[config.mk]
export PLATFORM = sky130hd
export DESIGN_NAME = trace_cache
export DESIGN_NICKNAME = d
export VERILOG_FILES = /design/src/rtl/tc_pkg.sv /design/src/rtl/tc_meta_store.sv /design/src/rtl/tc_data_store.sv /design/src/rtl/tc_hit_cmp.sv /design/src/rtl/trace_cache.sv
export SDC_FILE = /design/constraint.sdc
export NUM_CORES = 2
export LEC_CHECK = 0
export BUFFER_PORTS_ARGS = -buffer_cell sky130_fd_sc_hd__buf_2
export CAP_MARGIN = 20
export CORE_MARGIN = 1.5
export CORE_UTILIZATION = 47
export DETAILED_ROUTE_END_ITERATION = 10
export SYNTH_ARGS = -nofsm -noshare
export SYNTH_HDL_FRONTEND = slang
export SYNTH_MEMORY_MAX_BITS = 65536
export SYNTH_SLANG_ARGS = --single-unit
[constraint.sdc]
create_clock -name clk_i -period 3.3 [get_ports clk_i]
set_input_delay 0.33 -clock clk_i [delete_from_list [all_inputs] [get_ports clk_i]]
set_output_delay 0.33 -clock clk_i [all_outputs]
set_load 0.01 [all_outputs]
[src/rtl/tc_pkg.sv]
package tc_pkg;
  typedef enum logic [1:0] {
    LK_IDLE = 2'd0,
    LK_MISS = 2'd1,
    LK_HIT  = 2'd2
  } lk_res_e;

  function automatic logic below(input int unsigned pos, input int unsigned lim);
    return pos < lim;
  endfunction
endpackage

[src/rtl/tc_meta_store.sv]
module tc_meta_store #(
  parameter int unsigned ADDR_W = 32,
  parameter int unsigned M_BR   = 3,
  parameter int unsigned BRC_W  = 2,
  parameter int unsigned CNT_W  = 5,
  parameter int unsigned LINES  = 8,
  localparam int unsigned IDX_W = $clog2(LINES)
) (
  input  logic              clk_i,
  input  logic              rst_ni,
  input  logic              flush_i,
  input  logic              wr_en_i,
  input  logic [IDX_W-1:0]  wr_idx_i,
  input  logic [ADDR_W-1:0] wr_addr_i,
  input  logic [BRC_W-1:0]  wr_brc_i,
  input  logic [M_BR-1:0]   wr_dir_i,
  input  logic [CNT_W-1:0]  wr_cnt_i,
  input  logic [IDX_W-1:0]  rd_idx_i,
  output logic              rd_valid_o,
  output logic [ADDR_W-1:0] rd_addr_o,
  output logic [BRC_W-1:0]  rd_brc_o,
  output logic [M_BR-1:0]   rd_dir_o,
  output logic [CNT_W-1:0]  rd_cnt_o
);
  logic [LINES-1:0]  valid_q;
  logic [ADDR_W-1:0] addr_q [LINES];
  logic [BRC_W-1:0]  brc_q  [LINES];
  logic [M_BR-1:0]   dir_q  [LINES];
  logic [CNT_W-1:0]  cnt_q  [LINES];

  wire do_wr = wr_en_i && !flush_i;

  always_ff @(posedge clk_i or negedge rst_ni) begin
    if (!rst_ni)         valid_q <= '0;
    else if (flush_i)    valid_q <= '0;
    else if (do_wr)      valid_q[wr_idx_i] <= 1'b1;
  end

  always_ff @(posedge clk_i) begin
    if (do_wr) begin
      addr_q[wr_idx_i] <= wr_addr_i;
      brc_q[wr_idx_i]  <= wr_brc_i;
      dir_q[wr_idx_i]  <= wr_dir_i;
      cnt_q[wr_idx_i]  <= wr_cnt_i;
    end
  end

  assign rd_valid_o = valid_q[rd_idx_i];
  assign rd_addr_o  = addr_q[rd_idx_i];
  assign rd_brc_o   = brc_q[rd_idx_i];
  assign rd_dir_o   = dir_q[rd_idx_i];
  assign rd_cnt_o   = cnt_q[rd_idx_i];
endmodule

[src/rtl/tc_data_store.sv]
module tc_data_store #(
  parameter int unsigned LINE_W = 512,
  parameter int unsigned LINES  = 8,
  localparam int unsigned IDX_W = $clog2(LINES)
) (
  input  logic              clk_i,
  input  logic              flush_i,
  input  logic              wr_en_i,
  input  logic [IDX_W-1:0]  wr_idx_i,
  input  logic [LINE_W-1:0] wr_data_i,
  input  logic [IDX_W-1:0]  rd_idx_i,
  output logic [LINE_W-1:0] rd_data_o
);
  logic [LINE_W-1:0] mem_q [LINES];

  always_ff @(posedge clk_i) begin
    if (wr_en_i && !flush_i) mem_q[wr_idx_i] <= wr_data_i;
  end

  assign rd_data_o = mem_q[rd_idx_i];
endmodule

[src/rtl/tc_hit_cmp.sv]
module tc_hit_cmp #(
  parameter int unsigned ADDR_W = 32,
  parameter int unsigned M_BR   = 3,
  parameter int unsigned BRC_W  = 2
) (
  input  logic              line_valid_i,
  input  logic [ADDR_W-1:0] line_addr_i,
  input  logic [BRC_W-1:0]  line_brc_i,
  input  logic [M_BR-1:0]   line_dir_i,
  input  logic [ADDR_W-1:0] fetch_addr_i,
  input  logic [M_BR-1:0]   pred_dir_i,
  output logic              match_o
);
  logic [M_BR-1:0] br_used;

  // only the branches contained in the trace take part
  for (genvar i = 0; i < M_BR; i++) begin : g_br
    assign br_used[i] = tc_pkg::below(i, 32'(line_brc_i));
  end

  wire dir_ok  = ((line_dir_i ^ pred_dir_i) & br_used) == '0;
  wire addr_ok = line_addr_i == fetch_addr_i;

  assign match_o = line_valid_i && addr_ok && dir_ok;
endmodule

[src/rtl/trace_cache.sv]
module trace_cache #(
  parameter int unsigned ADDR_W  = 32,
  parameter int unsigned INSTR_W = 32,
  parameter int unsigned N_SLOTS = 16,
  parameter int unsigned M_BR    = 3,
  parameter int unsigned LINES   = 8,
  parameter int unsigned IDX_LSB = 2,
  localparam int unsigned IDX_W  = $clog2(LINES),
  localparam int unsigned BRC_W  = $clog2(M_BR + 1),
  localparam int unsigned CNT_W  = $clog2(N_SLOTS + 1),
  localparam int unsigned LINE_W = N_SLOTS * INSTR_W
) (
  input  logic               clk_i,
  input  logic               rst_ni,
  input  logic               flush_i,
  input  logic               fetch_valid_i,
  input  logic [ADDR_W-1:0]  fetch_addr_i,
  input  logic [M_BR-1:0]    pred_dir_i,
  input  logic               wr_en_i,
  input  logic [ADDR_W-1:0]  wr_addr_i,
  input  logic [BRC_W-1:0]   wr_brc_i,
  input  logic [M_BR-1:0]    wr_dir_i,
  input  logic [CNT_W-1:0]   wr_cnt_i,
  input  logic [LINE_W-1:0]  wr_trace_i,
  output logic               hit_o,
  output logic               miss_o,
  output logic [N_SLOTS-1:0] slot_mask_o,
  output logic [LINE_W-1:0]  trace_o
);
  import tc_pkg::*;

  logic [IDX_W-1:0]  rd_idx, wr_idx;
  logic              rd_valid, match;
  logic [ADDR_W-1:0] rd_addr;
  logic [BRC_W-1:0]  rd_brc;
  logic [M_BR-1:0]   rd_dir;
  logic [CNT_W-1:0]  rd_cnt;
  logic [LINE_W-1:0] rd_data, trace_d;
  logic [N_SLOTS-1:0] mask_d;
  lk_res_e           res_d, res_q;
  logic [N_SLOTS-1:0] mask_q;
  logic [LINE_W-1:0] trace_q;

  assign rd_idx = fetch_addr_i[IDX_LSB +: IDX_W];
  assign wr_idx = wr_addr_i[IDX_LSB +: IDX_W];

  tc_meta_store #(
    .ADDR_W(ADDR_W), .M_BR(M_BR), .BRC_W(BRC_W), .CNT_W(CNT_W), .LINES(LINES)
  ) i_meta (
    .clk_i, .rst_ni, .flush_i, .wr_en_i,
    .wr_idx_i(wr_idx), .wr_addr_i, .wr_brc_i, .wr_dir_i, .wr_cnt_i,
    .rd_idx_i(rd_idx), .rd_valid_o(rd_valid), .rd_addr_o(rd_addr),
    .rd_brc_o(rd_brc), .rd_dir_o(rd_dir), .rd_cnt_o(rd_cnt)
  );

  tc_data_store #(.LINE_W(LINE_W), .LINES(LINES)) i_data (
    .clk_i, .flush_i, .wr_en_i,
    .wr_idx_i(wr_idx), .wr_data_i(wr_trace_i),
    .rd_idx_i(rd_idx), .rd_data_o(rd_data)
  );

  tc_hit_cmp #(.ADDR_W(ADDR_W), .M_BR(M_BR), .BRC_W(BRC_W)) i_cmp (
    .line_valid_i(rd_valid), .line_addr_i(rd_addr), .line_brc_i(rd_brc),
    .line_dir_i(rd_dir), .fetch_addr_i, .pred_dir_i, .match_o(match)
  );

  wire hit_d = fetch_valid_i && match;

  // deliver only the slots the trace fills; the rest read as zero
  for (genvar k = 0; k < N_SLOTS; k++) begin : g_slot
    assign mask_d[k] = hit_d && below(k, 32'(rd_cnt));
    assign trace_d[k*INSTR_W +: INSTR_W] =
      rd_data[k*INSTR_W +: INSTR_W] & {INSTR_W{mask_d[k]}};
  end

  always_comb begin
    res_d = LK_IDLE;
    if (fetch_valid_i) res_d = match ? LK_HIT : LK_MISS;
  end

  always_ff @(posedge clk_i or negedge rst_ni) begin
    if (!rst_ni) begin
      res_q   <= LK_IDLE;
      mask_q  <= '0;
      trace_q <= '0;
    end else begin
      res_q   <= res_d;
      mask_q  <= mask_d;
      trace_q <= trace_d;
    end
  end

  assign hit_o       = res_q == LK_HIT;
  assign miss_o      = res_q == LK_MISS;
  assign slot_mask_o = mask_q;
  assign trace_o     = trace_q;
endmodule

Word level (Yosys, flattened, before mapping):

Memory sizes are Yosys's and may differ from the RTL's.
Cells that the tools add are included.
Widths: inputs -> output; s select.

* register bits: 538
* memory bits (writable): 4432
* word-level logic and storage cells: 87
* memories kept: 5

Memory list
* i_data.mem_q: words 8, bits a word 512, read ports 1, clocked after Yosys merged registers in 0, write ports 1, RTL line tc_data_store.sv:14 `logic [LINE_W-1:0] mem_q [LINES];`
* i_meta.addr_q: words 8, bits a word 32, read ports 1, clocked after Yosys merged registers in 0, write ports 1, RTL line tc_meta_store.sv:26 `logic [ADDR_W-1:0] addr_q [LINES];`
* i_meta.cnt_q: words 8, bits a word 5, read ports 1, clocked after Yosys merged registers in 0, write ports 1, RTL line tc_meta_store.sv:29 `logic [CNT_W-1:0] cnt_q [LINES];`
* i_meta.dir_q: words 8, bits a word 3, read ports 1, clocked after Yosys merged registers in 0, write ports 1, RTL line tc_meta_store.sv:28 `logic [M_BR-1:0] dir_q [LINES];`
* i_meta.brc_q: words 8, bits a word 2, read ports 1, clocked after Yosys merged registers in 0, write ports 1, RTL line tc_meta_store.sv:27 `logic [BRC_W-1:0] brc_q [LINES];`

* magnitude comparators: 22
* eq/ne operators: 3
* muxes and demuxes: 10
* bitwise operators: 19
* reductions and logical operators: 24

Operators with widths (number)
* $and 32x32->32: 16
* $lt 4x5->1 const A: 8
* $eq 32x32->1: 1
* $logic_and 1x1->1: 21
* $lt 3x5->1 const A: 4
* $mux 8: 2
* $lt 1x5->1 const A: 2
* $lt 2x5->1 const A: 2
* $lt 3x4->1 const B: 2
* $or 8x8->8: 1
* $lt 1x2->1 const A: 2
* $mux 1: 4
* $mux 2: 2
* $and 3x3->3: 1
* $bmux 1 s3: 1
* $demux 1 s3: 1
* $ge 3x1->1 const B: 1
* $logic_not 3->1: 1
* $xor 3x3->3: 1
* $eq 2x1->1 const B: 1
* $eq 2x2->1 const B: 1
* $lt 2x2->1 const A: 1
* $reduce_bool 2->1: 1
* $logic_not 1->1: 1

Logic depth before layout (Yosys ltp):

An unclocked memory read counts as a cell.

* depth in word-level cells: 8
* depth in mapped cells: 14
* depth with buffers taken out: 7

Hierarchy:

From an unflattened synthesis, not the netlist that was laid out.

* cell total of the unflattened synthesis: 7648
* area, all modules: 184067.8 µm²

Modules (own cells, without submodules)
* tc_data_store: times used 1, cells an instance 5930, area an instance 153399.6 µm², sequential area each 122998.0 µm²
* trace_cache: times used 1, cells an instance 1137, area an instance 17037.6 µm², sequential area each 13262.7 µm²
* tc_meta_store: times used 1, cells an instance 531, area an instance 13230.2 µm², sequential area each 10289.9 µm²
* tc_hit_cmp: times used 1, cells an instance 50, area an instance 400.4 µm², sequential area each 0.0 µm²

Worst setup path before layout:

No wires, ideal clock.

* path kind: in2reg
* start point: input port wr_addr_i[2]
* end point: memory i_data.mem_q[2][0] (enable)
* setup time: 2894 ps
* data arrival time: 53625 ps
* data required time: 406 ps
* slack: -53219 ps
* cell stages on the path: 1
* cell sequence: nor4_1

RTL lines
* start, declared: RTL line trace_cache.sv:20 `input logic [ADDR_W-1:0] wr_addr_i,`
* end, declared: RTL line tc_data_store.sv:14

Straight into the memory's write port.

Worst setup path in the final report:

* start point: input port fetch_addr_i[4]
* end point: register trace_q[4] (netlist: trace_o[4])

* cells in the longest elaborated chain, start to end: 8
* elaborated cells between the ends (all ways): 20

RTL lines
* start, declared: RTL line trace_cache.sv:17 `input logic [ADDR_W-1:0] fetch_addr_i,`
* $mem_v2 8x2 or $mem_v2 8x3 (tied branches)
* $lt 1x2->1, or another cell as far along: RTL line tc_pkg.sv:9 `return pos < lim;`
* $and 3x3->3: RTL line tc_hit_cmp.sv:21 `wire dir_ok = ((line_dir_i ^ pred_dir_i) & br_used) == '0;`
* $logic_not 3->1: RTL line tc_hit_cmp.sv:21
* $logic_and 1x1->1: RTL line tc_hit_cmp.sv:24 `assign match_o = line_valid_i && addr_ok && dir_ok;`
* $logic_and 1x1->1: RTL line trace_cache.sv:67 `wire hit_d = fetch_valid_i && match;`
* $logic_and 1x1->1: RTL line trace_cache.sv:71 `assign mask_d[k] = hit_d && below(k, 32'(rd_cnt));`
* $and 32x32->32 *: RTL line trace_cache.sv:73 `rd_data[k*INSTR_W +: INSTR_W] & {INSTR_W{mask_d[k]}};`
* named net trace_d[4]: RTL line trace_cache.sv:38 `logic [LINE_W-1:0] rd_data, trace_d;`
* end signal, assigned: RTL line trace_cache.sv:89 `trace_q <= trace_d;`
* end, declared: RTL line trace_cache.sv:42 `logic [LINE_W-1:0] trace_q;`

The timed path passes the listed nets; every way through them passes the cells marked *. The select of a mux whose other input is x is not followed.
A chain may end at the register's enable or synchronous reset.

==> metrics.md <==
| Metric | Value |
|---|---|
| Outcome | finished clean |
| Flip-flop and latch area | 147000 um2 |
| PD cells | 606 nW/um2 |
| WL final | 466000 um |
| VDD IR max | 0.572 mV |
| Worst-path clk slew | 0.06 ns |
| Post-synth top area share | 72.6% |
| Final Power | 135 mW |
| Final Hold Vio Count | 0 |
| Top Ports | 1124 |
| PostCTS Resize Cnt | 0 |
| CTS root buf | clkbuf_16 |
| CTS tree | yes |
| First-pass iteration count of the detailed router | 5 |
| Dominant cell by count in the synthesized netlist | edfxtp_1 |
| Final Slew Violations | 0 |
| Die span in x | 627 um |
| Synth Register Bits | 4970 |
| Hold Slack | 0.0910 ns |
| DR iter-0 viols | 7950 |
| Area leader, netlist | edfxtp_1 |
| DP Wirelength | 282000 um |
| Register area share after synthesis | 80.0% |
| Total CTS buffers | 522 |
| Hold Buf Count CTS | 560 |
| Worst-case clock buffer depth | 4 |
| Crit path max fanout | 28 |
| Reg-to-reg endpoint | trace_o[144]$_DFF_PN0_ |
| Worst r2r src | i_meta.addr_q[2][20]$_DFFE_PP_ |
| Layout cells sized above 1 | 33.3% |
| Design Area, Final | 223000 um2 |
| CP Class | in -> reg |
| Chip Height | 627 um |
| Top_reg_cell synth | edfxtp_1 |
| Syn Area/Cell | 23.4 um2 |
| DIE AREA | 394000 um2 |
| Skew final | 0.0444 ns |
| P_leak | 77.6 nW |
| Final worst slack | 0.126 ns |
| Hold path depth | 2 |
| Area contributors post-synth | edfxtp_1, mux4_2, dfrtp_1 |
| # rows | 229 |
| Largest net degree at the start of global routing | 154 |
| Worst setup EP type | flip-flop |
| Number of fill cells | 28523 |
| Net count after synthesis | 8422 |
| Final Util | 57.3% |
| PortBufs | 1123 |
| GRT Util Overall | 23.4% |
| Core ar. | 389000 um2 |
| Vias in the first global route | 92354 |
| Skew-Pair Late Insertion Delay | 1.04 ns |
| H-tree depth | 6 |
| R2R Setup Slk | 0.15 ns |
| Number of vias per cell | 5.66 |
| DR vias | 89178 |
| Starting Density | 47.2% |
| Area occupied by multi-input gates | 35000 um2 |
| Worst setup SP type | input pin |
| R2R cell count | 10 |
| Nets | 10631 |
| First-pass GRT wire length | 666000 um |
| # Max-Cap Violations | 0 |
| Min cycle time layout | 3.17 ns |
| Least-Margin Pin Slew | 1.21 ns |
| RSZ-0062 raised after global routing | false |
| HP Class | in -> reg |
| Top cells by count, synth | edfxtp_1, mux4_2, mux2i_1 |
| Max Clock Freq | 315 MHz |
| Synth Cell Area | 183000 um2 |
| Drt wl/cell | 29.5 um |
| YS warnings | 0 |
| Initial antenna violation count | 147 |
| Rel. slew slack | 19.2% |
| DP Cell Count | 14150 |
| Post-synth ARST share | 10.8% |
| Worst slack, placed | -0.227 ns |
| CTS sink count | 4970 |
| Critical Path AT | 4.11 ns |
| Area added between synthesis and finish | 21.5% |
| Placed cell area | 199000 um2 |
| Fin crit share | 96.2% |
| Post-CTS setup buffer count | 0 |
| DRC viols | 0 |
| Non-Filler Instances | 15766 |
| Synthesized netlist cell count | 7828 |
| GP Congestion | 0.806 |
| Worst Path Required | 4.23 ns |
| Overflow after GRT | 0 |
| Hold path start | wr_trace_i[84] |
| Post-route ant nets | 0 |
| Setup TNS | 0 ns |
| Post-synth EDFFs | 4432 |
| Synth cell types | 58 |
| Min-Delay Endpoint | i_data.mem_q[6][84]$_DFFE_PP_ |
| Setup violators final | 0 |
-- flip-flops by register name, indices dropped and copies added (netlist names) --
register	flops
i_meta.brc_q	16
res_q	2
trace_o	512
slot_mask_o	16
i_meta.valid_q	8
i_meta.addr_q	256
i_data.mem_q	4096
i_meta.dir_q	24
i_meta.cnt_q	40
-- cell usage in the layout (no fill, tap or decap), drive strengths merged, types with 6 or more instances in the layout --
cell type	synthesis	final
dlygate4sd3	0	559
a211oi	7	7
nor4	102	102
diode	0	95
mux2i	596	596
o22ai	6	6
buf	152	1561
a21oi	13	13
inv	5	32
xor2	10	10
nand4	15	15
xnor2	11	11
clkinv	1	136
and3	9	9
nor2	27	27
a22oi	26	26
a21o	9	9
nor4b	32	32
mux2	10	10
nor3	393	393
edfxtp	4432	4432
mux4	1067	1067
clkbuf	283	758
nor2b	11	11
clkinvlp	0	7
nand2	28	28
bufinv	0	34
dfrtp	538	538
-- cell families after synthesis --
logic type / Yosys count / synth area share, %
compound gates: 82 / 0.322
flops: 4970 / 80.0
buf+inv: 441 / 0.992
simple gates: 641 / 2.16
mux: 1673 / 16.4
xor+xnor: 21 / 0.100
-- power by group --
part | internal [mW] | total (mW) | switching [mW]
clock network | 34.3 | 58.4 | 24.1
logic | 2.98 | 6.61 | 3.63
registers | 69.7 | 69.9 | 0.238
total | 107 | 135 | 28.0
-- critical path, stage by stage --
cell and delay [ns]:
dlygate4sd3_1 0.61, buf_8 0.15, buf_12 0.21, buf_4 0.33, mux4_2 0.34, mux2i_1 0.24
buf_4 0.16, a211oi_1 0.05, a211oi_1 0.48, buf_4 0.23, nand3_4 0.10, buf_12 0.23
buf_4 0.30, nor3_1 0.25
-- layout make-up --
cell class / count / area share [%]
flip-flops and latches: 4970 / 65.9
multi-input cells: 2417 / 15.7
repair buffers: 2120 / 7.65
clock buffers: 758 / 6.71
well taps: 5197 / 2.92
clock inverters: 203 / 1.02
diodes: 95 / 0.107
inverters: 6 / 0.0101
-- worst max path at each step --
stage / start / cells after the start / to
after floorplan: wr_en_i / 2 / i_data.mem_q[2][0]$_DFFE_PP_
after global placement: fetch_addr_i[2] / 12 / trace_o[344]$_DFF_PN0_
after detailed placement: fetch_addr_i[4] / 13 / trace_o[361]$_DFF_PN0_
after CTS: i_meta.addr_q[3][11]$_DFFE_PP_ / 10 / trace_o[144]$_DFF_PN0_
after global routing: i_meta.addr_q[2][11]$_DFFE_PP_ / 10 / trace_o[144]$_DFF_PN0_
final: fetch_addr_i[4] / 14 / trace_o[4]$_DFF_PN0_
-- routing by layer --
layer / wire (um) / GRT usage [%] / share of wire, %
met4: 13800 / 6.50 / 3.0
met2: 230000 / 38.4 / 49
met5: 489 / 0 / 0.11
met1: 190000 / 31.7 / 41
met3: 31100 / 5.01 / 6.7
No activity file was read; power rests on OpenSTA's default activity.
